**config.mk**
```make
export PLATFORM = sky130hd
export DESIGN_NAME = rowbuf_bank_ctrl
export DESIGN_NICKNAME = d
export VERILOG_FILES = /design/src/rtl/rowbuf_pkg.sv /design/src/rtl/rb_classify.sv /design/src/rtl/rb_gap_timer.sv /design/src/rtl/rowbuf_bank_ctrl.sv
export SDC_FILE = /design/constraint.sdc
export NUM_CORES = 1
export LEC_CHECK = 0
export ABC_CLOCK_PERIOD_IN_PS = 2500
export BUFFER_PORTS_ARGS = -buffer_cell sky130_fd_sc_hd__buf_4
export CORE_ASPECT_RATIO = 1.2
export CORE_MARGIN = 2
export CORE_UTILIZATION = 45
export DETAILED_ROUTE_END_ITERATION = 6
export PLACE_DENSITY = 0.66
export SLEW_MARGIN = 30
export SYNTH_ARGS = -nofsm -noshare
export SYNTH_HDL_FRONTEND = slang
export SYNTH_SLANG_ARGS = --single-unit
export TNS_END_PERCENT = 5
```
**constraint.sdc**
```tcl
create_clock -name clk -period 2.5 [get_ports clk]
set_clock_uncertainty 0.05 [all_clocks]
set_input_delay 0.125 -clock clk [delete_from_list [all_inputs] [get_ports clk]]
set_output_delay 0.125 -clock clk [all_outputs]
set_load 0.01 [all_outputs]
```
**src/rtl/rowbuf_pkg.sv**
```systemverilog
package rowbuf_pkg;

    typedef enum logic [2:0] {
        CMD_NOP = 3'd0,
        CMD_ACT = 3'd1,
        CMD_RD  = 3'd2,
        CMD_WR  = 3'd3,
        CMD_PRE = 3'd4
    } bank_cmd_e;

    typedef enum logic [1:0] {
        ACC_HIT,
        ACC_EMPTY,
        ACC_CONFLICT
    } access_kind_e;

    typedef enum logic [2:0] {
        ST_IDLE,
        ST_WAIT_RP,
        ST_WAIT_RCD,
        ST_WAIT_CL,
        ST_WAIT_CLOSE
    } bank_state_e;

    typedef enum logic [1:0] {
        GAP_RP,
        GAP_RCD,
        GAP_CL
    } gap_sel_e;

endpackage

```
**src/rtl/rb_classify.sv**
```systemverilog
module rb_classify
    import rowbuf_pkg::*;
#(
    parameter int ADDR_W = 12
) (
    input  logic              buf_open,
    input  logic [ADDR_W-1:0] buf_row,
    input  logic [ADDR_W-1:0] want_row,
    output access_kind_e      kind
);

    always_comb begin
        if (!buf_open) begin
            kind = ACC_EMPTY;
        end else if (buf_row == want_row) begin
            kind = ACC_HIT;
        end else begin
            kind = ACC_CONFLICT;
        end
    end

endmodule

```
**src/rtl/rb_gap_timer.sv**
```systemverilog
module rb_gap_timer
    import rowbuf_pkg::*;
#(
    parameter int T_RP  = 3,
    parameter int T_RCD = 3,
    parameter int T_CL  = 2
) (
    input  logic     clk,
    input  logic     rst_n,
    input  logic     start,
    input  gap_sel_e sel,
    output logic     expired
);

    localparam int T_MAX = (T_RP > T_RCD) ? ((T_RP > T_CL) ? T_RP : T_CL)
                                          : ((T_RCD > T_CL) ? T_RCD : T_CL);
    localparam int CNT_W = $clog2(T_MAX + 1);

    logic [CNT_W-1:0] cnt_d, cnt_q;
    logic [CNT_W-1:0] load_val;

    always_comb begin
        case (sel)
            GAP_RP:  load_val = CNT_W'(T_RP - 1);
            GAP_RCD: load_val = CNT_W'(T_RCD - 1);
            default: load_val = CNT_W'(T_CL - 1);
        endcase
    end

    always_comb begin
        if (start) begin
            cnt_d = load_val;
        end else if (cnt_q != '0) begin
            cnt_d = cnt_q - 1'b1;
        end else begin
            cnt_d = cnt_q;
        end
    end

    always_ff @(posedge clk) begin
        if (!rst_n) begin
            cnt_q <= '0;
        end else begin
            cnt_q <= cnt_d;
        end
    end

    assign expired = (cnt_q == '0);

endmodule

```
**src/rtl/rowbuf_bank_ctrl.sv**
```systemverilog
module rowbuf_bank_ctrl
    import rowbuf_pkg::*;
#(
    parameter int ADDR_W = 12,
    parameter int T_RP   = 3,
    parameter int T_RCD  = 3,
    parameter int T_CL   = 2
) (
    input  logic              clk,
    input  logic              rst_n,
    input  logic              req_valid,
    input  logic              req_write,
    input  logic [ADDR_W-1:0] req_row,
    input  logic [ADDR_W-1:0] req_col,
    input  logic              close_page,
    output logic              ready,
    output logic [2:0]        cmd,
    output logic [ADDR_W-1:0] cmd_addr,
    output logic              resp_valid,
    output logic              row_open,
    output logic [ADDR_W-1:0] open_row
);

    localparam int CHK_W = $clog2(T_RP + T_RCD + 2) + 1;

    typedef struct packed {
        bank_state_e       state;
        bank_cmd_e         cmd;
        logic [ADDR_W-1:0] addr;
        logic              open;
        logic [ADDR_W-1:0] row;
        logic [ADDR_W-1:0] pend_row;
        logic [ADDR_W-1:0] pend_col;
        logic              pend_wr;
        logic              close;
        logic              resp;
    } bank_regs_t;

    bank_regs_t   d, q;
    access_kind_e kind;
    logic         t_start;
    gap_sel_e     t_sel;
    logic         t_expired;

    rb_classify #(.ADDR_W(ADDR_W)) u_classify (
        .buf_open (q.open),
        .buf_row  (q.row),
        .want_row (req_row),
        .kind     (kind)
    );

    rb_gap_timer #(.T_RP(T_RP), .T_RCD(T_RCD), .T_CL(T_CL)) u_timer (
        .clk     (clk),
        .rst_n   (rst_n),
        .start   (t_start),
        .sel     (t_sel),
        .expired (t_expired)
    );

    always_comb begin
        d       = q;
        d.cmd   = CMD_NOP;
        d.resp  = 1'b0;
        t_start = 1'b0;
        t_sel   = GAP_RP;
        case (q.state)
            ST_IDLE: begin
                if (req_valid) begin
                    d.pend_row = req_row;
                    d.pend_col = req_col;
                    d.pend_wr  = req_write;
                    d.close    = close_page;
                    t_start    = 1'b1;
                    case (kind)
                        ACC_HIT: begin
                            d.cmd   = req_write ? CMD_WR : CMD_RD;
                            d.addr  = req_col;
                            d.state = ST_WAIT_CL;
                            t_sel   = GAP_CL;
                        end
                        ACC_EMPTY: begin
                            d.cmd   = CMD_ACT;
                            d.addr  = req_row;
                            d.open  = 1'b1;
                            d.row   = req_row;
                            d.state = ST_WAIT_RCD;
                            t_sel   = GAP_RCD;
                        end
                        default: begin
                            d.cmd   = CMD_PRE;
                            d.addr  = '0;
                            d.open  = 1'b0;
                            d.state = ST_WAIT_RP;
                            t_sel   = GAP_RP;
                        end
                    endcase
                end
            end
            ST_WAIT_RP: begin
                if (t_expired) begin
                    d.cmd   = CMD_ACT;
                    d.addr  = q.pend_row;
                    d.open  = 1'b1;
                    d.row   = q.pend_row;
                    d.state = ST_WAIT_RCD;
                    t_start = 1'b1;
                    t_sel   = GAP_RCD;
                end
            end
            ST_WAIT_RCD: begin
                if (t_expired) begin
                    d.cmd   = q.pend_wr ? CMD_WR : CMD_RD;
                    d.addr  = q.pend_col;
                    d.state = ST_WAIT_CL;
                    t_start = 1'b1;
                    t_sel   = GAP_CL;
                end
            end
            ST_WAIT_CL: begin
                if (t_expired) begin
                    d.resp = 1'b1;
                    if (q.close) begin
                        d.cmd   = CMD_PRE;
                        d.addr  = '0;
                        d.open  = 1'b0;
                        d.state = ST_WAIT_CLOSE;
                        t_start = 1'b1;
                        t_sel   = GAP_RP;
                    end else begin
                        d.state = ST_IDLE;
                    end
                end
            end
            ST_WAIT_CLOSE: begin
                if (t_expired) begin
                    d.state = ST_IDLE;
                end
            end
            default: d.state = ST_IDLE;
        endcase
    end

    always_ff @(posedge clk) begin
        if (!rst_n) begin
            q <= '{state: ST_IDLE, cmd: CMD_NOP, default: '0};
        end else begin
            q <= d;
        end
    end

    assign ready      = (q.state == ST_IDLE);
    assign cmd        = q.cmd;
    assign cmd_addr   = q.addr;
    assign resp_valid = q.resp;
    assign row_open   = q.open;
    assign open_row   = q.row;

    // Cycles since the last PRE and the last ACT, saturating, for gap checks.
    logic [CHK_W-1:0] since_pre_q, since_act_q;
    always_ff @(posedge clk) begin
        if (!rst_n) begin
            since_pre_q <= CHK_W'(T_RP);
            since_act_q <= CHK_W'(T_RCD);
        end else begin
            if (cmd == CMD_PRE)                 since_pre_q <= CHK_W'(1);
            else if (since_pre_q < CHK_W'(T_RP)) since_pre_q <= since_pre_q + 1'b1;
            if (cmd == CMD_ACT)                  since_act_q <= CHK_W'(1);
            else if (since_act_q < CHK_W'(T_RCD)) since_act_q <= since_act_q + 1'b1;
        end
    end

    a_r1_reset_idle: assert property (@(posedge clk)
        $past(!rst_n) |-> (ready && !row_open && cmd == CMD_NOP));

    a_r4_rp_gap: assert property (@(posedge clk) disable iff (!rst_n)
        (cmd == CMD_ACT) |-> (since_pre_q >= CHK_W'(T_RP)));

    a_r3_rcd_gap: assert property (@(posedge clk) disable iff (!rst_n)
        (cmd == CMD_RD || cmd == CMD_WR) |-> (since_act_q >= CHK_W'(T_RCD)));

    a_r5_col_needs_open: assert property (@(posedge clk) disable iff (!rst_n)
        (cmd == CMD_RD || cmd == CMD_WR) |-> row_open);

    a_r7_pre_empties: assert property (@(posedge clk) disable iff (!rst_n)
        (cmd == CMD_PRE) |-> !row_open);

    a_r8_ready_quiet: assert property (@(posedge clk) disable iff (!rst_n)
        ready |-> (cmd == CMD_NOP));

    a_r8_accept_busy: assert property (@(posedge clk) disable iff (!rst_n)
        (req_valid && ready) |=> !ready);

    a_r8_busy_keeps_row: assert property (@(posedge clk) disable iff (!rst_n)
        (!ready && cmd != CMD_ACT && $past(cmd) != CMD_ACT && row_open) |-> $stable(open_row));

endmodule

```
==> results_dict.tcl <==
set metrics [dict create \
    async_flop_share 0 \
    core_area_um2 6326 \
    portBuffers 58 \
    row_count 32 \
    p_clk_frac 0.202 \
    numCtsBuffers 9 \
    start_util 0.4589 \
    cp.arrival_ns 2.35 \
    status "completed" \
    crit_fanout 15 \
    fill_cells 629 \
    die_area_um2 7111 \
    hold_class "in -> reg" \
    htreeDepth 3 \
    slew_headroom 0.5780 \
    grt_overflow 0 \
    worstReg2RegEnd "cmd_addr[4]$_SDFFE_PN0P_" \
    setup.worst_path.start_class "register" \
    synth_area_leaders "dfxtp_1, nand2_1, buf_4, a21oi_1, a22o_1" \
    n_antenna_cell 0 \
    nets 424 \
    drive_gt1_frac 0.2206 \
    grt_pass1_wl_mm 12.42 \
    setup_tns_ns 0 \
    max_freq_ghz 0.4535 \
    maxCapViolCount 0 \
    synth-seq-cells 60 \
    ys_seq_area_frac 0.4138 \
    power.density_nw_per_um2 1120 \
    routed_via_density 5.376 \
    syn-num-nets 379 \
    dp_hpwl_mm 5.156 \
    syn_inst 349 \
    startpoint "u_timer.cnt_q[0]$_SDFFE_PN0P_" \
    fp.dieW_um 77.32 \
    drt_first_pass_iters 5 \
    syn_area_um2 2903 \
    ios 59 \
    avgRoutedWirePerCell_um 15.80 \
    synth_ff_type "dfxtp_1" \
    crit_type "reg -> reg" \
    rsz0062_at_grt "no" \
    pwr-share-seq 0.371 \
    synth_area_leader_cell "dfxtp_1" \
    crit_end "cmd_addr[4]$_SDFFE_PN0P_" \
    chipHeight_um 91.98 \
    fin_util 0.5619 \
    fin_cells 484 \
    worstMarginPinSlew_ns 0.6307 \
    placedCellCount 451 \
    cts_tree "done" \
    reg2regPathDepth 6 \
    clockBufferDepth 2 \
    clkLatencyLatePin_ns 0.34 \
    ys_types 39 \
    cts.sinks 60 \
    r2r_start "u_timer.cnt_q[0]$_SDFFE_PN0P_" \
    p_comb_frac 0.427 \
    finalPower_uw 3981 \
    rrSetupSlack_ns 0.30 \
    grt.total_usage 0.2248 \
    grt_pass1_vias 2492 \
    grt_max_degree 48 \
    synth.yosys.warnings 0 \
    p_sw_uw 1538 \
    wl_mm 7.647 \
    antenna_left 0 \
    min_period_over_period 0.8819 \
    power.internal_uw 2443 \
    synth_area_per_cell_um2 8.317 \
    required_ns 2.65 \
    cts_root_buf "clkbuf_8" \
    areaGrowthSynthToFinish_pct 22.46 \
    period_needed_ns 2.205 \
    finalSetupViolations 0 \
    swShare 0.3862 \
    dpl_cell_area_um2 3203 \
    path_clk_slew_ns 0.07 \
    hold_viol_final 0 \
    slew_viol_final 0 \
    gp_congestion 0.8387 \
    vias 2602 \
    netlist_top_cells_count "nand2_1, dfxtp_1, a21oi_1, buf_4, nor2_1" \
    postLayoutCellArea_um2 3555 \
    initialDrtViolationCount 168 \
    leakagePower_uw 0.001431 \
    synth_edf_count 0 \
    synth.most_common_cell "nand2_1" \
    drt_drc_violations_left 0 \
    ir_drop_mv 0.5557 \
    antenna_found_initial 0 \
    synth_top_cell_area_share 0.4138 \
    crit_path_end_kind "register" \
]
-- kinds of logic (layout without fill, tap and decap cells) --
logic type	after synthesis	in the layout	synth area share
and+or+nand+nor	111	111	0.1724
AOI/OAI and AO/OA	103	103	0.2379
DFF	60	60	0.4138
buffers and inverters	57	107	0.1185
xor gates and xnor gates	13	13	0.03922
muxes	4	4	0.01379
adders and majority gates	1	1	0.004310
-- registers in the layout, summed over array words and instances, names as in the netlist --
name and cells:
cmd_addr 12, q 29, cmd 3, row_open 1
resp_valid 1, u_timer.cnt_q 2, open_row 12
-- worst min-delay path by stage --
stage,slack (ns),from,cells after the start,endpoint
after floorplan,0.21,req_col[7],2,q[10]$_SDFFE_PN0P_
after global placement,0.33,close_page,3,q[1]$_SDFFE_PN0P_
after detailed placement,0.33,close_page,3,q[1]$_SDFFE_PN0P_
after CTS,0.0008,req_row[9],3,q[24]$_SDFFE_PN0P_
after global routing,0.01,req_row[5],3,q[20]$_SDFFE_PN0P_
final,0.01,req_row[9],3,q[24]$_SDFFE_PN0P_
-- critical path: stages, from the launching register on --
cell and delay [ns]:
dfxtp_1 0.32, inv_1 0.06, ha_1 0.33, o21ai_1 0.16, a2111o_1 0.66, a222oi_1 0.38, a21oi_1 0.11
-- layout by cell type (no fill, tap or decap) --
master          n
mux2i_1         4
nand2_1        67
nor4_4          1
a21oi_1        44
ha_1            1
nand2b_1        1
a22o_1         12
o21ai_1         1
and3_1          3
dfxtp_1        60
nand4_1         4
xor2_1          1
a2111o_1        1
a2111oi_2       1
clkbuf_1        3
nor4b_4         1
nand3_1         3
o21ai_0         9
and2_1          1
o31a_1          1
nor2b_1         2
dlygate4sd3_1  17
clkbuf_8       12
xnor2_1        12
a211oi_2        1
a22oi_1         8
nor3_2          2
o21a_1          3
buf_4          67
a222oi_1        4
a211oi_1        9
inv_2           1
clkinv_2        1
inv_1           6
or4b_2          1
o211ai_1        1
nor3_1          4
a221oi_1        8
nor2_1         21
-- layer usage --
metal / share of wire / wire length [µm] / track usage
met2: 0.50 / 3840 / 0.3761
met1: 0.41 / 3167 / 0.2726
met3: 0.055 / 417 / 0.04626
met5: 0 / 0 / 0
met4: 0.029 / 221 / 0.1116
-- layout make-up --
cell class | instances | area (µm²) | area share
Multi-Input combinational cell | 232 | 1366 | 0.3844
Sequential cell | 60 | 1201 | 0.3379
Timing Repair Buffer | 84 | 673.1 | 0.1894
Clock buffer | 15 | 176.4 | 0.04963
Tap cell | 85 | 106.4 | 0.02992
Inverter | 7 | 26.28 | 0.007392
Clock inverter | 1 | 5.005 | 0.001408
-- stage by stage --
stage,hold slack (ns),setup slack [ns]
floorplan,0.2110,0.6506
global placement,0.3301,0.4315
detailed placement,0.3349,0.3321
CTS,0.0008381,0.3164
global route,0.01026,0.07835
finish,0.01250,0.2951
-- timing repair --
action                    in CTS  in global routing
hold endpoints to repair      26                  0
buffers inserted               0                  0
resized for setup              0                  0
hold buffers                  17                  0
-- power groups by stage --
stage                     clock network (µW)  logic, µW  registers (µW)
after floorplan                            0       1340            1410
after detailed placement                   0       1680            1500
after global placement                     0       1660            1490
after CTS                                822       1710            1480
after global routing                     849       1890            1510
final                                    804       1700            1480
No activity file was read; power rests on OpenSTA's default activity.
